`src/rtl/cal_alarm_pkg.sv`:
```
package cal_alarm_pkg;

    localparam int NUM_FIELDS = 6;
    localparam int FIELD_W    = 12;
    localparam int CTRL_W     = 7;
    localparam int PEND_BIT   = 1;

    localparam logic [7:0] OFS_STATUS = 8'h30;
    localparam logic [7:0] OFS_CTRL   = 8'h50;
    localparam logic [7:0] OFS_FIELD0 = 8'h54;

    typedef enum logic [2:0] {
        FLD_SEC  = 3'd0,
        FLD_MIN  = 3'd1,
        FLD_HOUR = 3'd2,
        FLD_MDAY = 3'd3,
        FLD_MON  = 3'd4,
        FLD_YEAR = 3'd5
    } field_e;

    typedef struct packed {
        logic                  glob_en;
        logic [NUM_FIELDS-1:0] field_en;
    } alm_ctrl_t;

    typedef logic [NUM_FIELDS-1:0][FIELD_W-1:0] field_vec_t;

    function automatic int field_width(input int idx);
        case (idx)
            FLD_SEC, FLD_MIN:   return 7;
            FLD_HOUR, FLD_MDAY: return 6;
            FLD_MON:            return 5;
            default:            return 12;
        endcase
    endfunction

    function automatic logic [FIELD_W-1:0] field_mask(input int idx);
        logic [FIELD_W-1:0] m;
        for (int b = 0; b < FIELD_W; b++) begin
            m[b] = (b < field_width(idx));
        end
        return m;
    endfunction

    function automatic logic [7:0] field_offset(input int idx);
        return OFS_FIELD0 + 8'(4 * idx);
    endfunction

endpackage

```
`src/rtl/cal_alarm_regs.sv`:
```
module cal_alarm_regs
    import cal_alarm_pkg::*;
#(
    parameter int ADDR_W = 8,
    parameter int DATA_W = 32
) (
    input  logic              clk,
    input  logic              rst,
    input  logic              wr_en,
    input  logic [ADDR_W-1:0] wr_addr,
    input  logic [DATA_W-1:0] wr_data,
    input  logic [ADDR_W-1:0] rd_addr,
    output logic [DATA_W-1:0] rd_data,
    input  logic              pending,
    output alm_ctrl_t         ctrl_o,
    output field_vec_t        alm_o,
    output logic              clr_req
);

    alm_ctrl_t ctrl_q;
    field_vec_t alm_q;

    always_ff @(posedge clk) begin
        if (rst) begin
            ctrl_q <= '0;
        end else if (wr_en && wr_addr == ADDR_W'(OFS_CTRL)) begin
            ctrl_q <= alm_ctrl_t'(wr_data[CTRL_W-1:0]);
        end
    end

    for (genvar g = 0; g < NUM_FIELDS; g++) begin : g_field
        localparam logic [FIELD_W-1:0] MASK = field_mask(g);
        localparam logic [ADDR_W-1:0]  OFS  = ADDR_W'(field_offset(g));

        always_ff @(posedge clk) begin
            if (rst) begin
                alm_q[g] <= '0;
            end else if (wr_en && wr_addr == OFS) begin
                alm_q[g] <= wr_data[FIELD_W-1:0] & MASK;
            end
        end
    end

    assign clr_req = wr_en && (wr_addr == ADDR_W'(OFS_STATUS)) && wr_data[PEND_BIT];

    always_comb begin
        rd_data = '0;
        if (rd_addr == ADDR_W'(OFS_STATUS)) begin
            rd_data[PEND_BIT] = pending;
        end
        if (rd_addr == ADDR_W'(OFS_CTRL)) begin
            rd_data[CTRL_W-1:0] = ctrl_q;
        end
        for (int i = 0; i < NUM_FIELDS; i++) begin
            if (rd_addr == ADDR_W'(field_offset(i))) begin
                rd_data[FIELD_W-1:0] = alm_q[i];
            end
        end
    end

    assign ctrl_o = ctrl_q;
    assign alm_o  = alm_q;

endmodule

```
`src/rtl/cal_alarm_cmp.sv`:
```
module cal_alarm_cmp
    import cal_alarm_pkg::*;
(
    input  logic                  tick,
    input  alm_ctrl_t             ctrl,
    input  field_vec_t            alm,
    input  field_vec_t            cur,
    output logic [NUM_FIELDS-1:0] eq_o,
    output logic                  hit_o
);

    for (genvar g = 0; g < NUM_FIELDS; g++) begin : g_eq
        localparam logic [FIELD_W-1:0] MASK = field_mask(g);
        assign eq_o[g] = ((cur[g] & MASK) == alm[g]);
    end

    assign hit_o = tick && ctrl.glob_en && |(eq_o & ctrl.field_en);

endmodule

```
`src/rtl/cal_alarm_pending.sv`:
```
module cal_alarm_pending (
    input  logic clk,
    input  logic rst,
    input  logic set_i,
    input  logic clr_i,
    output logic pend_o
);

    always_ff @(posedge clk) begin
        if (rst) begin
            pend_o <= 1'b0;
        end else if (set_i) begin
            pend_o <= 1'b1;
        end else if (clr_i) begin
            pend_o <= 1'b0;
        end
    end

endmodule

```
`src/rtl/cal_alarm_matcher.sv`:
```
module cal_alarm_matcher
    import cal_alarm_pkg::*;
#(
    parameter int ADDR_W = 8,
    parameter int DATA_W = 32
) (
    input  logic              clk,
    input  logic              rst,
    input  logic              wr_en,
    input  logic [ADDR_W-1:0] wr_addr,
    input  logic [DATA_W-1:0] wr_data,
    input  logic [ADDR_W-1:0] rd_addr,
    output logic [DATA_W-1:0] rd_data,
    input  logic              tick_1hz,
    input  logic [6:0]        cur_sec,
    input  logic [6:0]        cur_min,
    input  logic [5:0]        cur_hour,
    input  logic [5:0]        cur_mday,
    input  logic [4:0]        cur_mon,
    input  logic [11:0]       cur_year,
    output logic              alarm_irq
);

    alm_ctrl_t             ctrl_w;
    field_vec_t            alm_w;
    field_vec_t            cur_w;
    logic [NUM_FIELDS-1:0] eq_w;
    logic                  hit_w;
    logic                  clr_w;
    logic                  pend_w;

    always_comb begin
        cur_w           = '0;
        cur_w[FLD_SEC]  = FIELD_W'(cur_sec);
        cur_w[FLD_MIN]  = FIELD_W'(cur_min);
        cur_w[FLD_HOUR] = FIELD_W'(cur_hour);
        cur_w[FLD_MDAY] = FIELD_W'(cur_mday);
        cur_w[FLD_MON]  = FIELD_W'(cur_mon);
        cur_w[FLD_YEAR] = cur_year;
    end

    cal_alarm_regs #(.ADDR_W(ADDR_W), .DATA_W(DATA_W)) u_regs (
        .clk     (clk),
        .rst     (rst),
        .wr_en   (wr_en),
        .wr_addr (wr_addr),
        .wr_data (wr_data),
        .rd_addr (rd_addr),
        .rd_data (rd_data),
        .pending (pend_w),
        .ctrl_o  (ctrl_w),
        .alm_o   (alm_w),
        .clr_req (clr_w)
    );

    cal_alarm_cmp u_cmp (
        .tick  (tick_1hz),
        .ctrl  (ctrl_w),
        .alm   (alm_w),
        .cur   (cur_w),
        .eq_o  (eq_w),
        .hit_o (hit_w)
    );

    cal_alarm_pending u_pend (
        .clk    (clk),
        .rst    (rst),
        .set_i  (hit_w),
        .clr_i  (clr_w),
        .pend_o (pend_w)
    );

    assign alarm_irq = pend_w;

endmodule

```
`config.mk`:
```
export PLATFORM = sky130hd
export DESIGN_NAME = cal_alarm_matcher
export DESIGN_NICKNAME = d
export VERILOG_FILES = /design/src/rtl/cal_alarm_pkg.sv /design/src/rtl/cal_alarm_regs.sv /design/src/rtl/cal_alarm_cmp.sv /design/src/rtl/cal_alarm_pending.sv /design/src/rtl/cal_alarm_matcher.sv
export SDC_FILE = /design/constraint.sdc
export NUM_CORES = 1
export LEC_CHECK = 0
export ABC_AREA = 0
export BUFFER_PORTS_ARGS = -buffer_cell sky130_fd_sc_hd__buf_2
export CORE_MARGIN = 8
export CORE_UTILIZATION = 44
export DETAILED_ROUTE_END_ITERATION = 12
export GPL_ROUTABILITY_DRIVEN = 0
export PLACE_DENSITY = 0.73
export SYNTH_ARGS = -nofsm -noshare
export SYNTH_HDL_FRONTEND = slang
export SYNTH_SLANG_ARGS = --single-unit
```
`constraint.sdc`:
```
create_clock -name clk -period 1.6 [get_ports clk]
set_clock_uncertainty 0.05 [all_clocks]
set_input_delay 0.08 -clock clk [delete_from_list [all_inputs] [get_ports clk]]
set_output_delay 0.08 -clock clk [all_outputs]
set_load 0.01 [all_outputs]
```
==> results.txt, run 1 <==
----------------------------------------------------
[Pwr]
  Clock network fraction of total power ... 0.335
  Switching part of the total power ... 0.251
  Internal power component ... around 1.8 mW
  Net switching power ... a little over 0.6 mW
  Power per cell area ... roughly 610 mW/mm^2
  Combinational power share ... 0.146
  Leakage ... 1.80 nW
  Sequential Power Share ... 0.519
  Worst VDD drop ... ~0.33 mV

[Synth]
  Compound-gate portion of the synthesized area ... 0.0749
  Multiplexer fraction of the synthesized cell area ... 0.195
  Xor/xnor cell area share of the yosys netlist ... 0.124
  Post-synthesis cell count ... 338
  Share of synthesized cell area in and, or, nand and nor gates ... 0.193
  Combinational family with the most area after synthesis ... multiplexers
  Mean instance size in the synthesized netlist ... roughly 9 sq um
  Main synth FF type ... sky130_fd_sc_hd__dfxtp_1
  Share of flip-flops with an asynchronous set or reset ... 0
  Syn. warnings ... 0
  Count of unique library cells instantiated by Yosys ... 43
  Cell Area, Synth ... about 0.0030 sq mm
  Number of enable flip-flop cells after synthesis ... 0
  Post-synthesis sequential area ratio ... 0.336
  #FFs+latches synth ... approximately 50
  Synthesized-area fraction occupied by adder cells ... 0

[Layout]
  Non-filler instance count after layout ... between 500 and 600
  Count of nets after finishing ... about 550
  Commonest cells after routing, fill and taps aside ... 87 x sky130_fd_sc_hd__buf_2, 51 x sky130_fd_sc_hd__nor2_1, 47 x sky130_fd_sc_hd__mux2i_1
  Fillers ... about 600
  Final standard cell area without fillers ... about 0.0040 sq mm
  Layout cell share with drive strength beyond 1 ... 0.394
  Commonest non-fill, non-tap cell in the layout ... sky130_fd_sc_hd__buf_2
  ANT cells ... 0
  Share of the core filled with cells ... 0.596
  Area overhead of the layout relative to synthesis ... 32.4%

[CTS]
  TritonCTS clock tree ... built
  Clock Root Buffer ... sky130_fd_sc_hd__clkbuf_8
  Number of CTS-inserted buffers ... 5
  CTS max path bufs ... 2
  Clock latency reported for the late side of the worst-skew pair ... roughly 0.3 ns
  Clock-pin transition on the worst setup and hold timing paths ... 0.09 ns
  CTS sink cnt ... roughly 50
  H-tree depth ... 2

[GRT]
  GRT Util Overall ... 0.180
  Via count of the first global-routing pass ... roughly 2900
  Antenna violations before repair ... 0
  Global-route wire length before repair ... ~14000 microns
  Total gr overflow ... 0
  Maximum number of pins on one net before global-route repair ... 32

[Placed design]
  Dpl cells ... 513
  Setup Slack @ Placement ... -0.0818 ns
  Detailed placer's ending HPWL ... slightly above 7000 microns
  Count of input and output buffers ... just under 90
  Placed standard-cell area ... between 0.003 and 0.004 sq mm

[Timing]
  Endpoints failing hold ... 0
  Tcrit/Tclk final ... 1.17
  Worst hold slack across all endpoints ... roughly 0.032 ns
  Min Clock Period, post-route ... between 1.5 and 2 ns
  Setup repair after global routing missed its margin ... true
  Max-slew violation count ... 0
  Fmax ... between 500 and 600 MHz
  Count of final setup violators ... 5
  Worst setup slack after layout ... -0.272 ns

[Run status]
  Violated checks ... negative setup slack
  Run status ... complete, but fails checks

[Floorplanning]
  Area inside the core boundary ... approximately 0.0068 sq mm
  I/O Pins ... roughly 130
  Die height ... 99.1 microns
  Starting Density ... 0.450
  Core Rows ... 30
  X dimension of the die ... a little under 100 microns
  Die Outline Area ... 0.00983 sq mm

[Setup path]
  Chain of cells forming the critical path ... or3_1, mux4_2, nand2_2, a22oi_2, buf_2
  CP Max Fanout ... 2
  Worst EP required ... 1.47 ns
  Kind of start point of the critical path ... register
  Type of the worst setup path ... reg -> out
  Buffers plus inverters on the worst setup path ... 1
  Slack of the worst reg-to-reg path ... about 0.090 ns
  Element type at the critical path end ... output pin
  Arrival time at the worst endpoint ... 1.74 ns
  Largest stage delay on the critical path ... around 0.48 ns
  Kind of cell with the highest combined delay on the critical path ... multiplexers
  Library cell contributing the largest single delay on the critical path ... sky130_fd_sc_hd__mux4_2

[Routing]
  Routed length on met3 ... 841 microns
  Post-DR wirelength/cell ... approximately 17 microns
  Met1 Routed Length ... ~3600 microns
  First DRT Iteration DRCs ... about 180
  Vias per Instance ... around 5.3
  ANT nets after route ... 0
  First-pass detailed-route iteration total ... 4
  Top Metal Used ... met4
  Vias after detailed routing ... around 2800
  Total Wirelength ... ~9100 microns
  Met2 WL post-DR ... 4560 microns
  Number of DRC violations after detailed routing ... 0

[Hold path]
  Type of the worst min-delay path ... in -> reg

[Job]
  Max-cap viol count ... 0

----------------------------------------------------
==> metrics by stage <==
step                      setup TNS (ns)  total power [mW]
after detailed placement          -0.603              1.62
after floorplan                        0              1.49
after global placement            -0.370              1.61
after CTS                         -0.957              2.42
after global routing               -1.23              2.52
final                             -0.963              2.44
==> worst register-to-register path, cell delays in order (launching register included) <==
cell                       delay, ns
sky130_fd_sc_hd__dfxtp_2        0.35
sky130_fd_sc_hd__xnor2_2        0.16
sky130_fd_sc_hd__nand3_2        0.12
sky130_fd_sc_hd__nor4_4         0.27
sky130_fd_sc_hd__buf_4          0.16
sky130_fd_sc_hd__nor3_2         0.05
sky130_fd_sc_hd__a311oi_1       0.26
==> cell type report <==
class                      count  area [sq um]  share of cell area
multi-input combinational    269          2020               0.501
sequential                    51          1050               0.260
timing repair buffer         120           749               0.186
clock buffer                   8           100              0.0249
tap                           80           100              0.0249
inverter                       4          15.0             0.00373
==> logic make-up (layout without fill, tap and decap cells) <==
family,count (synthesis),after routing
mux,53,53
buf+inv,37,132
compound gates,38,38
other cells,1,20
flops,51,51
xor+xnor,43,43
simple gates,115,115
==> final timing paths <==
check	depth (start not counted)	from	to
min reg2reg	2	u_regs.alm_o[48]	u_regs.alm_o[48]
max	5	u_regs.alm_o[16]	rd_data[4]
min	3	wr_data[6]	u_regs.alm_o[66]
max reg2reg	6	u_regs.alm_o[63]	u_pend.pend_o
==> per-layer routing <==
metal  vias to the layer above  GRT usage
met1                      1329      0.210
met4                         0     0.0407
li1                       1353          -
met5                         -          0
met3                        12     0.0531
met2                       110      0.319
==> timing repair <==
item,CTS,global route
hold buffers,5,0
pin swaps,10,10
hold endpoints to repair,5,0
setup endpoints to repair,11,12
gates resized for setup,21,28
setup buffers,4,2
==> synth_stat cells, types with 2 or more instances <==
library cell                 n  area, sq um
sky130_fd_sc_hd__nand2b_1    5         31.3
sky130_fd_sc_hd__a21oi_1     8         40.0
sky130_fd_sc_hd__buf_6       2         22.5
sky130_fd_sc_hd__a22oi_1     5         37.5
sky130_fd_sc_hd__xor2_1     10         87.6
sky130_fd_sc_hd__buf_4      20          150
sky130_fd_sc_hd__nand2_1    16         60.1
sky130_fd_sc_hd__dfxtp_1    51         1020
sky130_fd_sc_hd__xnor2_1    33          289
sky130_fd_sc_hd__or3_1       3         18.8
sky130_fd_sc_hd__nand3_1     3         15.0
sky130_fd_sc_hd__nor2_2      3         18.8
sky130_fd_sc_hd__mux2i_1    47          470
sky130_fd_sc_hd__and2_1      5         31.3
sky130_fd_sc_hd__nor4b_2     2         30.0
sky130_fd_sc_hd__o22ai_1     6         37.5
sky130_fd_sc_hd__nor4_1      4         25.0
sky130_fd_sc_hd__or2_2       3         18.8
sky130_fd_sc_hd__o21ai_0    13         65.1
sky130_fd_sc_hd__clkbuf_1    9         33.8
sky130_fd_sc_hd__nand3b_1    2         15.0
sky130_fd_sc_hd__inv_1       4         15.0
sky130_fd_sc_hd__nand4_1     8         50.1
sky130_fd_sc_hd__nor2_1     52          195
sky130_fd_sc_hd__mux4_2      5          113
sky130_fd_sc_hd__nand4bb_1   2         22.5
==> sequential cells by signal, summed over array words and instances (netlist names) <==
signal         count
u_regs.ctrl_o      7
u_regs.alm_o      43
u_pend.pend_o      1
==> power by group through the flow <==
| stage | Sequential (mW) | Combinational, mW | Clock (mW) |
|---|---|---|---|
| finish | 1.27 | 0.356 | 0.818 |
| floorplan | 1.30 | 0.188 | 0 |
| detailed placement | 1.30 | 0.318 | 0 |
| global placement | 1.30 | 0.314 | 0 |
| CTS | 1.27 | 0.335 | 0.817 |
| global route | 1.27 | 0.383 | 0.870 |
Note: power is estimated with default switching activity, not from simulation.
==> run 2, diff against run 1 <==
--- a/config.mk
+++ b/config.mk
@@ -8,10 +8,11 @@
 export ABC_AREA = 0
 export BUFFER_PORTS_ARGS = -buffer_cell sky130_fd_sc_hd__buf_2
 export CORE_MARGIN = 8
-export CORE_UTILIZATION = 44
+export CORE_UTILIZATION = 34
 export DETAILED_ROUTE_END_ITERATION = 12
 export GPL_ROUTABILITY_DRIVEN = 0
-export PLACE_DENSITY = 0.73
+export PLACE_DENSITY = 0.58
+export REMOVE_ABC_BUFFERS = 1
 export SYNTH_ARGS = -nofsm -noshare
 export SYNTH_HDL_FRONTEND = slang
 export SYNTH_SLANG_ARGS = --single-unit
==> run 2 against run 1 <==
  * The flow still finishes with violations (negative setup slack)
  * Worst setup slack worse by 0.054 ns
  * Register-to-register slack got worse by 0.03 ns
  * Sequential cell count unchanged
  * Power grew 6.0%
  * Critical path depth unchanged
  * Utilization decreased by 12 points
  * Sequential share of layout area decreased by 0.39 points
  * Design area increased by 2.0%
  * Largest power group unchanged
==> results.txt, run 2 (synthesis results as in run 1) <==
----------------------------------------------------
[Layout]
  Count of nets after finishing ... 550 (+0.73%)
  Commonest cells after routing, fill and taps aside ... 87 x sky130_fd_sc_hd__buf_2, 52 x sky130_fd_sc_hd__nor2_1, 47 x sky130_fd_sc_hd__mux2i_1
  Share of the core filled with cells ... 0.473 (-0.123)
  Layout cell share with drive strength beyond 1 ... 0.401 (+0.00751)
  Final standard cell area without fillers ... 0.00411 sq mm (+2.0%)
  ANT cells ... 0 (unchanged)
  Commonest non-fill, non-tap cell in the layout ... sky130_fd_sc_hd__buf_2
  Area overhead of the layout relative to synthesis ... 35.1%
  Number of flip-flops in the largest register ... 43 (unchanged)

[Floorplanning]
  Core Rows ... 34 (+13%)
  Area inside the core boundary ... 0.00868 sq mm (+28%)
  X dimension of the die ... 111 microns (+12%)
  Starting Density ... 0.350 (-0.0997)
  Die height ... 111 microns (+12%)
  Die Outline Area ... 0.0122 sq mm (+24%)
  I/O Pins ... 128 (unchanged)

[CTS]
  H-tree depth ... 2 (unchanged)
  Clock-pin transition on the worst setup and hold timing paths ... 0.10 ns (about the same)
  TritonCTS clock tree ... built
  CTS max path bufs ... 2 (unchanged)
  Clock latency reported for the late side of the worst-skew pair ... 0.31 ns (about the same)
  CTS sink cnt ... 51 (unchanged)
  Clock Root Buffer ... sky130_fd_sc_hd__clkbuf_8
  Number of CTS-inserted buffers ... 5 (unchanged)

[Timing]
  Fmax ... 519 MHz (-2.8%)
  Worst setup slack after layout ... -0.326 ns (-0.0540 ns)
  Worst hold slack across all endpoints ... 0.0260 ns (-0.00552 ns)
  Count of final setup violators ... 5 (unchanged)
  Endpoints failing hold ... 0 (unchanged)
  Max-slew violation count ... 0 (unchanged)
  Tcrit/Tclk final ... 1.20 (+0.0338)
  Setup repair after global routing missed its margin ... true
  Min Clock Period, post-route ... 1.93 ns (+0.0540 ns)

[GRT]
  Maximum number of pins on one net before global-route repair ... 52 (+63%)
  Total gr overflow ... 0 (unchanged)
  Global-route wire length before repair ... 15300 microns (+7.5%)
  Antenna violations before repair ... 0 (unchanged)
  GRT Util Overall ... 0.153 (-0.0270)
  Via count of the first global-routing pass ... 2932 (+2.1%)

[Placed design]
  Placed standard-cell area ... 0.00375 sq mm (+2.7%)
  Setup Slack @ Placement ... -0.200 ns (-0.118 ns)
  Detailed placer's ending HPWL ... 7510 microns (+6.3%)
  Count of input and output buffers ... 87 (unchanged)

[Pwr]
  Leakage ... 1.81 nW (+0.95%)
  Final Total Pwr ... 2.59 mW (+6.0%)
  Worst VDD drop ... 0.375 mV (+14%)
  Power per cell area ... 631 mW/mm^2 (+3.9%)

[Setup path]
  Slack of the worst reg-to-reg path ... 0.06 ns (-0.03 ns)
  Element type at the critical path end ... output pin
  Kind of start point of the critical path ... register
  Arrival time at the worst endpoint ... 1.80 ns (+0.06 ns)
  Largest stage delay on the critical path ... 0.49 ns (about the same)
  Buffers plus inverters on the worst setup path ... 1 (unchanged)
  Worst EP required ... 1.47 ns (about the same)
  Type of the worst setup path ... reg -> out
  Kind of cell with the highest combined delay on the critical path ... multiplexers
  Number of cells on the worst reg-to-reg path ... 6 (unchanged)
  CP Max Fanout ... 2 (unchanged)
  Chain of cells forming the critical path ... or3_1, mux4_2, nand2_2, a22oi_2, buf_2
  Library cell contributing the largest single delay on the critical path ... sky130_fd_sc_hd__mux4_2
  Instance count on the critical path ... 5 (unchanged)

[Routing]
  First-pass detailed-route iteration total ... 4 (unchanged)
  Vias after detailed routing ... 2751 (-1.9%)
  Number of DRC violations after detailed routing ... 0 (unchanged)
  Total Wirelength ... 9680 microns (+6.2%)
  Vias per Instance ... 4.88 (-7.5%)
  Post-DR wirelength/cell ... 17.2 microns (+0.15%)
  ANT nets after route ... 0 (unchanged)
  First DRT Iteration DRCs ... 121 (-32%)

[Run status]
  Run status ... complete, but fails checks
  Violated checks ... negative setup slack

[Hold path]
  Type of the worst min-delay path ... in -> reg
  Hold Path Depth ... 3 (unchanged)

[Job]
  Max-cap viol count ... 0 (unchanged)

----------------------------------------------------
==> run 2: changes by cell type in the layout (fill, tap and decap cells not counted), moves of 2 or more <==
cell                      before  now
sky130_fd_sc_hd__buf_4        23   26
sky130_fd_sc_hd__xnor2_1      26   29
sky130_fd_sc_hd__xnor2_2       7    4
sky130_fd_sc_hd__dfxtp_1      33   31
==> run 2: layer usage <==
| metal | GRT usage | routed length, microns | part of all wire | up-vias |
|---|---|---|---|---|
| met5 | 0 | 0 | 0 | - |
| met4 | 0.0423 | 143 | 0.015 | 0 |
| met3 | 0.0519 | 650 | 0.067 | 9 |
| met2 | 0.244 | 4510 | 0.47 | 97 |
| met1 | 0.192 | 4380 | 0.45 | 1281 |
| li1 | - | - | - | 1364 |
==> run 2: final cells by class <==
cell class | count | area [sq um]
tap | 108 | 135
inverter | 4 | 15.0
timing repair buffer | 124 | 792
multi-input combinational | 269 | 2000
clock buffer | 6 | 82.6
sequential | 51 | 1050
clock inverter | 2 | 35.0
fill | 847 | 4570
==> run 2: worst min-delay path, delay by kind of cell <==
kind / cells / cell delay, ns
mux: 1 / 0.08
simple gates: 1 / 0.07
buf+inv: 1 / 0.12
==> run 2: path summary, 6_finish.rpt <==
path	startpoint	to
worst min register to register	u_regs.ctrl_o[5]	u_regs.ctrl_o[5]
worst min-delay path	wr_data[6]	u_regs.alm_o[66]
worst max-delay path	u_regs.alm_o[14]	rd_data[2]
worst max register to register	u_regs.alm_o[24]	u_pend.pend_o
==> run 2: report_power, final <==
part	total, mW	switching [mW]	internal [mW]
logic	0.373	0.198	0.175
clock network	0.951	0.444	0.507
registers	1.27	0.00143	1.27
total	2.59	0.644	1.95
==> run 2: stage by stage <==
stage	instances	setup TNS [ns]
6_report	564	-1.10
5_1_grt	564	-1.42
4_1_cts	561	-1.09
3_5_place_dp	548	-0.520
3_3_place_gp	548	-0.243
2_1_floorplan	324	0
==> run 2: what timing repair did <==
| item | 4_1_cts | 5_1_grt |
|---|---|---|
| hold endpoints to repair | 5 | 0 |
| setup endpoints to repair | 6 | 13 |
| pin swaps | 10 | 13 |
| resized for setup | 19 | 30 |
| hold buffers | 5 | 0 |
| buffers inserted | 1 | 3 |
==> run 3, diff against run 2 <==
--- a/config.mk
+++ b/config.mk
@@ -11,8 +11,9 @@
 export CORE_UTILIZATION = 34
 export DETAILED_ROUTE_END_ITERATION = 12
 export GPL_ROUTABILITY_DRIVEN = 0
-export PLACE_DENSITY = 0.58
+export PLACE_DENSITY = 0.56
 export REMOVE_ABC_BUFFERS = 1
+export SKIP_CTS_REPAIR_TIMING = 1
 export SYNTH_ARGS = -nofsm -noshare
 export SYNTH_HDL_FRONTEND = slang
 export SYNTH_SLANG_ARGS = --single-unit
==> constraint.sdc (replaced) <==
create_clock -name clk -period 1.96 [get_ports clk]
set_clock_uncertainty 0.05 [all_clocks]
set_input_delay 0.098 -clock clk [delete_from_list [all_inputs] [get_ports clk]]
set_output_delay 0.098 -clock clk [all_outputs]
set_load 0.01 [all_outputs]
==> run 3 against run 2 <==
  * The flow finishes with violations (negative hold slack)
  * Non-clock buffer count shrank 15
  * Final cell count shrank 2.7%
  * Via count shrank 2.4%
==> results.txt, run 3 (synthesis results as in run 1) <==
----------------------------------------------------
[Pwr]
  Worst VDD drop ... 0.274 mV (-27%)
  Power per cell area ... 526 mW/mm^2 (-17%)
  Internal power component ... 1.48 mW (-24%)
  Switching part of the total power ... 0.254 (+0.00556)
  Sequential Power Share ... 0.523 (+0.034)
  Leakage ... 1.66 nW (-8.3%)
  Net switching power ... 0.504 mW (-22%)
  Final Total Pwr ... 1.98 mW (-23%)
  Combinational power share ... 0.135 (-0.009)
  Clock network fraction of total power ... 0.341 (-0.026)

[Setup path]
  Library cell contributing the largest single delay on the critical path ... sky130_fd_sc_hd__mux4_2
  Buffers plus inverters on the worst setup path ... 1 (unchanged)
  Critical R2R Capture ... u_pend.pend_o
  Arrival time at the worst endpoint ... 1.78 ns (-0.02 ns)
  CP Max Fanout ... 3 (+1)
  Largest stage delay on the critical path ... 0.47 ns (-0.02 ns)
  Instance count on the critical path ... 5 (unchanged)
  Kind of cell with the highest combined delay on the critical path ... multiplexers
  Number of cells on the worst reg-to-reg path ... 4 (-2)
  Chain of cells forming the critical path ... or3_4, mux4_2, nand2_2, a22oi_2, buf_2
  Worst EP required ... 1.81 ns (+0.34 ns)
  Kind of start point of the critical path ... register
  Launching point of the worst reg2reg path ... u_regs.alm_o[49]
  Type of the worst setup path ... reg -> out
  Slack of the worst reg-to-reg path ... 0.38 ns (+0.32 ns)
  Element type at the critical path end ... output pin

[GRT]
  Total gr overflow ... 0 (unchanged)
  Via count of the first global-routing pass ... 2845 (-3.0%)
  Maximum number of pins on one net before global-route repair ... 29 (-44%)
  Global-route wire length before repair ... 14500 microns (-5.4%)
  GRT Util Overall ... 0.144 (-0.00954)
  Antenna violations before repair ... 0 (unchanged)

[Layout]
  Layout cell share with drive strength beyond 1 ... 0.313 (-0.0884)
  Area overhead of the layout relative to synthesis ... 24.1%
  Fillers ... 893 (+5.4%)
  ANT cells ... 0 (unchanged)
  Number of flip-flops in the largest register ... 43 (unchanged)
  Commonest cells after routing, fill and taps aside ... 87 x sky130_fd_sc_hd__buf_2, 52 x sky130_fd_sc_hd__nor2_1, 48 x sky130_fd_sc_hd__dfxtp_1
  Commonest non-fill, non-tap cell in the layout ... sky130_fd_sc_hd__buf_2
  Count of nets after finishing ... 535 (-2.7%)
  Non-filler instance count after layout ... 549 (-2.7%)

[Routing]
  Vias after detailed routing ... 2686 (-2.4%)
  Vias per Instance ... 4.89 (+0.30%)
  ANT nets after route ... 0 (unchanged)
  Number of DRC violations after detailed routing ... 0 (unchanged)
  Total Wirelength ... 9130 microns (-5.7%)
  First DRT Iteration DRCs ... 63 (-48%)
  First-pass detailed-route iteration total ... 4 (unchanged)
  Post-DR wirelength/cell ... 16.6 microns (-3.1%)

[Floorplanning]
  Starting Density ... 0.350 (unchanged)
  Core Rows ... 34 (unchanged)
  Die Outline Area ... 0.0122 sq mm (unchanged)
  X dimension of the die ... 111 microns (unchanged)
  Area inside the core boundary ... 0.00868 sq mm (unchanged)
  Die height ... 111 microns (unchanged)
  I/O Pins ... 128 (unchanged)

[Hold path]
  Type of the worst min-delay path ... in -> reg
  Capture endpoint of the worst hold path ... u_regs.alm_o[68]
  Start point of the worst min-delay path ... wr_data[8]
  Hold Path Depth ... 3 (unchanged)

[Timing]
  Max-slew violation count ... 0 (unchanged)
  Endpoints failing hold ... 2 (+2)
  Tcrit/Tclk final ... 0.983
  Setup repair after global routing missed its margin ... true
  Worst hold slack across all endpoints ... -0.0259 ns (-0.0519 ns)
  Fmax ... approximately 520 MHz
  Slew HR ... 0.634
  Min Clock Period, post-route ... ~1.9 ns
  Count of final setup violators ... 0 (-5)
  Worst Tran Pin Value ... approximately 0.55 ns
  TNS Setup ... 0 ns (+1.10 ns)

[Job]
  Max-cap viol count ... 0 (unchanged)

[CTS]
  Clock Root Buffer ... sky130_fd_sc_hd__clkbuf_8
  Clock-pin transition on the worst setup and hold timing paths ... 0.09 ns (about the same)
  Clock latency reported for the late side of the worst-skew pair ... 0.31 ns (about the same)
  TritonCTS clock tree ... built
  Number of CTS-inserted buffers ... 5 (unchanged)
  H-tree depth ... 2 (unchanged)
  CTS max path bufs ... 2 (unchanged)
  CTS sink cnt ... 51 (unchanged)

[Run status]
  Run status ... complete, but fails checks
  Violated checks ... negative hold slack

[Placed design]
  Count of input and output buffers ... 87 (unchanged)
  Dpl cells ... 534 (-2.6%)
  Detailed placer's ending HPWL ... 7320 microns (-2.5%)

----------------------------------------------------
run 3: cell count changes in the layout (fill, tap and decap cells not counted), moves of 4 or more:
cell,before,now
sky130_fd_sc_hd__buf_4,26,19
sky130_fd_sc_hd__xnor2_1,29,33
sky130_fd_sc_hd__dfxtp_2,18,3
sky130_fd_sc_hd__xnor2_2,4,0
sky130_fd_sc_hd__buf_12,5,0
sky130_fd_sc_hd__dfxtp_1,31,48
run 3: metrics by stage:
| step | instance area [sq um] | util | worst slack [ns] |
|---|---|---|---|
| after floorplan | 2900 | - | 0.424 |
| after global placement | 3580 | 0.412 | 0.196 |
| after detailed placement | 3580 | 0.412 | 0.176 |
| after CTS | 3680 | 0.424 | -0.0368 |
| after global routing | 3770 | 0.435 | -0.0254 |
| final | 3770 | 0.435 | 0.0325 |
run 3: worst reg2reg max path, stage by stage (launching register included):
cell and delay, ns:
sky130_fd_sc_hd__dfxtp_1 0.35, sky130_fd_sc_hd__xor2_1 0.17, sky130_fd_sc_hd__nor4_1 0.49, sky130_fd_sc_hd__a31oi_1 0.17, sky130_fd_sc_hd__a311oi_1 0.28
run 3: metal layers:
metal / track usage / vias to the layer above / routed length, microns
met4: 0.0423 / 0 / 149
met3: 0.0487 / 13 / 668
li1: - / 1336 / -
met1: 0.173 / 1234 / 4160
met5: 0 / - / 0
met2: 0.236 / 103 / 4150
run 3: how the worst max path moves through the flow:
| stage | start | endpoint | slack (ns) |
|---|---|---|---|
| CTS | u_regs.alm_o[15] | rd_data[3] | -0.04 |
| finish | u_regs.alm_o[15] | rd_data[3] | 0.03 |
| global placement | rd_addr[1] | rd_data[4] | 0.20 |
| floorplan | wr_addr[7] | u_regs.alm_o[60] | 0.42 |
| global route | u_regs.alm_o[15] | rd_data[3] | -0.03 |
| detailed placement | rd_addr[1] | rd_data[3] | 0.18 |
run 3: layout make-up:
class | count | area, sq um | area share
clock buffers | 7 | 96.3 | 0.0255
clock inverters | 1 | 7.51 | 0.00199
inverters | 4 | 15.0 | 0.00398
multi-input cells | 269 | 1890 | 0.500
flip-flops and latches | 51 | 1020 | 0.272
well taps | 108 | 135 | 0.0358
repair buffers | 109 | 608 | 0.161
run 3: power by group through the flow:
stage          sequential (mW)  clock, mW  combinational, mW
2_1_floorplan             1.06          0             0.0999
3_3_place_gp              1.06          0              0.257
3_5_place_dp              1.06          0              0.259
4_1_cts                   1.04      0.697              0.259
5_1_grt                   1.04      0.741              0.294
6_report                  1.04      0.677              0.269
